<file path="config.mk">
export PLATFORM = sky130hd
export DESIGN_NAME = ocp_fault_timer
export DESIGN_NICKNAME = d
export VERILOG_FILES = /design/src/rtl/oft_pkg.sv /design/src/rtl/oft_integrator.sv /design/src/rtl/oft_port_ctl.sv /design/src/rtl/ocp_fault_timer.sv
export SDC_FILE = /design/constraint.sdc
export NUM_CORES = 1
export LEC_CHECK = 0
export ABC_AREA = 1
export BUFFER_PORTS_ARGS = -buffer_cell sky130_fd_sc_hd__buf_2
export CORE_MARGIN = 2
export CORE_UTILIZATION = 36
export DETAILED_ROUTE_END_ITERATION = 10
export SYNTH_ARGS = -nofsm -noshare
export SYNTH_HDL_FRONTEND = slang
export SYNTH_SLANG_ARGS = --single-unit
export TNS_END_PERCENT = 5
</file>
<file path="constraint.sdc">
create_clock -name clk -period 2.39 [get_ports clk]
set_input_delay 0.239 -clock clk [delete_from_list [all_inputs] [get_ports clk]]
set_output_delay 0.239 -clock clk [all_outputs]
set_load 0.05 [all_outputs]
</file>
<file path="src/rtl/oft_pkg.sv">
package oft_pkg;
  typedef enum logic [1:0] {
    CA_HOLD = 2'd0,
    CA_UP   = 2'd1,
    CA_DOWN = 2'd2
  } cnt_act_e;
endpackage

</file>
<file path="src/rtl/oft_integrator.sv">
module oft_integrator
  import oft_pkg::*;
#(
  parameter int CNT_W = 10,
  parameter int PRE_W = 4
) (
  input  logic             clk,
  input  logic             rst_n,
  input  logic             tick,
  input  logic             up,
  input  logic [CNT_W-1:0] lim,
  output logic             trip,
  output logic [CNT_W-1:0] count
);
  localparam logic [CNT_W-1:0] CNT_MAX = {CNT_W{1'b1}};
  localparam logic [PRE_W-1:0] PRE_MAX = {PRE_W{1'b1}};

  logic [PRE_W-1:0] pre_q;
  logic [CNT_W:0]   next_up;
  cnt_act_e         act;

  assign next_up = {1'b0, count} + {{CNT_W{1'b0}}, 1'b1};
  assign trip    = tick && up && (next_up >= {1'b0, lim});

  always_comb begin
    act = CA_HOLD;
    if (tick) begin
      if (up)
        act = CA_UP;
      else if (count != '0 && pre_q == PRE_MAX)
        act = CA_DOWN;
    end
  end

  always_ff @(posedge clk) begin
    if (!rst_n) begin
      count <= '0;
      pre_q <= '0;
    end else begin
      unique case (act)
        CA_UP:   if (count != CNT_MAX) count <= count + 1'b1;
        CA_DOWN: count <= count - 1'b1;
        default: count <= count;
      endcase
      if (tick) begin
        if (up || count == '0)
          pre_q <= '0;
        else
          pre_q <= pre_q + 1'b1;
      end
    end
  end
endmodule

</file>
<file path="src/rtl/oft_port_ctl.sv">
module oft_port_ctl (
  input  logic clk,
  input  logic rst_n,
  input  logic trip,
  input  logic cnt_zero,
  input  logic on_req,
  input  logic off_req,
  input  logic flt_clr,
  output logic port_on,
  output logic fault_pulse,
  output logic fault_sticky,
  output logic reject_pulse
);
  always_ff @(posedge clk) begin
    if (!rst_n) begin
      port_on      <= 1'b0;
      fault_pulse  <= 1'b0;
      fault_sticky <= 1'b0;
      reject_pulse <= 1'b0;
    end else begin
      fault_pulse  <= trip;
      reject_pulse <= on_req && !cnt_zero;
      if (trip || off_req)
        port_on <= 1'b0;
      else if (on_req && cnt_zero)
        port_on <= 1'b1;
      if (trip)
        fault_sticky <= 1'b1;
      else if (flt_clr)
        fault_sticky <= 1'b0;
    end
  end
endmodule

</file>
<file path="src/rtl/ocp_fault_timer.sv">
module ocp_fault_timer #(
  parameter int CNT_W = 10,
  parameter int PRE_W = 4
) (
  input  logic             clk,
  input  logic             rst_n,
  input  logic             tick,
  input  logic             over_cut,
  input  logic             start_win,
  input  logic             on_req,
  input  logic             off_req,
  input  logic             flt_clr,
  input  logic [CNT_W-1:0] lim_start,
  input  logic [CNT_W-1:0] lim_ovld,
  output logic             port_on,
  output logic [CNT_W-1:0] count,
  output logic             fault_pulse,
  output logic             fault_sticky,
  output logic             reject_pulse
);
  logic             rising;
  logic             trip;
  logic [CNT_W-1:0] lim_sel;

  assign rising  = port_on && over_cut;
  assign lim_sel = start_win ? lim_start : lim_ovld;

  oft_integrator #(.CNT_W(CNT_W), .PRE_W(PRE_W)) u_int (
    .clk   (clk),
    .rst_n (rst_n),
    .tick  (tick),
    .up    (rising),
    .lim   (lim_sel),
    .trip  (trip),
    .count (count)
  );

  oft_port_ctl u_ctl (
    .clk          (clk),
    .rst_n        (rst_n),
    .trip         (trip),
    .cnt_zero     (count == '0),
    .on_req       (on_req),
    .off_req      (off_req),
    .flt_clr      (flt_clr),
    .port_on      (port_on),
    .fault_pulse  (fault_pulse),
    .fault_sticky (fault_sticky),
    .reject_pulse (reject_pulse)
  );
endmodule

</file>
==> flow_metrics.py <==
metrics = {
    "sta": {
        "skew_ns": 0.00768,
        "maxSlewHeadroom": 0.747,
        "tns_ns": 0,
        "slew_viol_final": 0,
        "setup_viol": 0,
        "rsz0062_at_grt": "yes",
        "post-route-period-util": 0.938,
        "finalHoldViolations": 0,
        "worstMarginPinSlew_ns": 0.375,
        "min_period_ns": 2.24,
        "max_freq_mhz": 446,
    },
    "worst_setup_path": {
        "required_ns": 2.54,
        "worstReg2RegStart": "u_int.count[3]",
        "path_max_fanout": 7,
        "start_kind": "register",
        "crit_type": "register to register",
        "endpoint_kind": "register",
        "cp.arrival_ns": 2.40,
        "crit_start": "u_int.count[3]",
    },
    "logic_synthesis": {
        "netlist_area_um2": 1780,
        "synth_warnings": 0,
        "synth_flop_cell": "dfxtp_1",
        "synth_cells": 251,
        "async_reset_ff_frac": 0,
        "avgSynthCellArea_um2": 7.09,
        "synth_seq_cells": 18,
        "syn-num-nets": 293,
        "seq_area_frac_synth": 0.203,
        "synth_enable_flop_cells": 0,
        "yosysUniqueCellTypes": 37,
    },
    "cts": {
        "cts_made_buffers": 3,
        "insertion_delay_ns": 0.27,
        "hold_buffers": 0,
        "cts.path.max_buffers": 2,
        "h-tree-depth": 1,
        "path_clk_slew_ns": 0.08,
        "root_buffer": "clkbuf_8",
        "clock-sinks": 18,
        "tritoncts": "built",
    },
    "detailed_routing": {
        "ant_nets": 0,
        "wl_per_cell_um": 11.9,
        "via_count": 1815,
        "finalWirelength_mm": 4.43,
        "firstDrtPassIters": 4,
        "viasPerCell": 4.88,
        "route.detailed.drc": 0,
        "initialDrtViolationCount": 54,
    },
    "power": {
        "finalPower_mw": 0.748,
        "p_per_area_nw_per_um2": 323,
        "ir_drop_mv": 0.166,
        "leakage_nw": 1.19,
    },
    "global_routing": {
        "antenna_found_initial": 0,
        "grt_pass1_vias": 1657,
        "grt_pass1_wl_mm": 7.34,
        "grt.total_usage": 0.170,
        "grt_max_degree": 17,
        "gr-total-overflow": 0,
    },
    "floorplanning": {
        "dieWidth_um": 74.3,
        "core-area_um2": 4750,
        "die_h_um": 74.3,
        "io_pins": 42,
        "die_area_um2": 5520,
        "num_rows": 25,
        "start_util": 0.374,
    },
    "finish": {
        "drive_gt1_frac": 0.400,
        "fin_nets": 348,
        "fillers": 486,
        "syn_to_final_growth_pct": 30.2,
        "final_cell_mix": "buf_2 (41), nand2_1 (39), nor2_1 (26), inv_1 (22), buf_4 (17)",
        "regArea_um2": 385,
        "multiInputGateArea_um2": 1330,
        "insertedDiodeCount": 0,
        "final_common_cell": "buf_2",
    },
    "outcome": {
        "status": "finished, final reports clean",
    },
    "min_path": {
        "hp-class": "primary input to register",
        "min_from": "on_req",
    },
    "flow_run": {
        "drv_cap": 0,
    },
    "placement": {
        "place_hpwl_mm": 3.46,
        "gp_congestion": 0.824,
        "portBuffers": 41,
    },
}
[synth_stat cells, types with 2 or more instances]
| cell type | n | area share |
|---|---|---|
| a211oi_1 | 2 | 0.0084 |
| a21oi_1 | 10 | 0.028 |
| a31oi_1 | 2 | 0.0070 |
| buf_2 | 4 | 0.011 |
| buf_6 | 2 | 0.013 |
| dfxtp_1 | 18 | 0.20 |
| ha_1 | 14 | 0.098 |
| inv_1 | 23 | 0.049 |
| inv_2 | 9 | 0.019 |
| mux2i_1 | 9 | 0.051 |
| nand2_1 | 39 | 0.082 |
| nand2_2 | 13 | 0.046 |
| nand2_4 | 4 | 0.025 |
| nand3_1 | 13 | 0.037 |
| nand3_2 | 3 | 0.017 |
| nand4_1 | 11 | 0.039 |
| nor2_1 | 26 | 0.055 |
| nor2_4 | 2 | 0.013 |
| nor3_1 | 6 | 0.017 |
| o211ai_1 | 2 | 0.0084 |
| o21ai_0 | 10 | 0.028 |
| o21ai_1 | 4 | 0.011 |
| xor2_1 | 11 | 0.054 |
[sequential cells by signal, summed over array words and instances (netlist names)]
| name | flops |
|---|---|
| u_ctl.fault_sticky | 1 |
| u_ctl.fault_pulse | 1 |
| u_ctl.port_on | 1 |
| u_int.pre_q | 4 |
| u_int.count | 10 |
| u_ctl.reject_pulse | 1 |
[cell families after synthesis]
| logic type | share of synthesized area |
|---|---|
| flip-flops | 0.203 |
| buffers and inverters | 0.105 |
| AO/OA/AOI/OAI | 0.126 |
| XOR/XNOR | 0.0541 |
| AND/OR/NAND/NOR | 0.357 |
| multiplexers | 0.0570 |
| adder cells (fa/ha/maj) | 0.0985 |
[report_power, final]
part / switching, mW / internal [mW] / leakage (nW)
clock: 0.118 / 0.147 / 0.0288
combinational: 0.105 / 0.0672 / 1.01
sequential: 0.00753 / 0.303 / 0.152
[timing repair]
item / 4_1_cts / 5_1_grt
setup endpoints to repair: 2 / 3
setup buffers: 0 / 5
gates resized for setup: 1 / 16
pin swaps: 0 / 9
[per-layer routing]
metal,track usage,part of all wire
met4,0.0675,0.023
met2,0.283,0.46
met3,0.0176,0.044
met5,0,0
met1,0.227,0.47
[layout make-up]
type / count / area share
multi-input combinational: 192 / 0.572
timing repair buffer: 58 / 0.144
sequential: 18 / 0.166
clock buffer: 4 / 0.0238
inverter: 33 / 0.0578
tap: 67 / 0.0362
[path summary, 6_finish.rpt]
check / to / slack [ns] / cells past startpoint
min: u_ctl.reject_pulse / 0.21 / 3
max: u_ctl.fault_sticky / 0.15 / 12
min reg2reg: u_ctl.fault_sticky / 0.47 / 2
max reg2reg: u_ctl.fault_sticky / 0.15 / 12
[critical path: stages, from the launching register on]
cell and delay [ns]:
dfxtp_4 0.40, buf_4 0.14, nand3_2 0.09, or4_4 0.44
xor2_1 0.14, inv_1 0.09, ha_4 0.24, a21oi_1 0.13
o211ai_1 0.10, nor2_1 0.10, nand3_1 0.11, nand2_1 0.10
a21oi_1 0.06
[stage by stage]
stage                     hold WS (ns)  utilization  std cells  cell area [um^2]  worst slack (ns)
after detailed placement         0.461        0.447        363              2120           -0.0262
after global routing             0.229        0.487        372              2320           -0.0499
after CTS                        0.209        0.460        367              2190            0.0292
after global placement           0.461        0.447        363              2120            0.0653
after floorplan                  0.372            -        251              1810            0.0141
final                            0.206        0.487        372              2320             0.147
No activity file was read; power rests on OpenSTA's default activity.
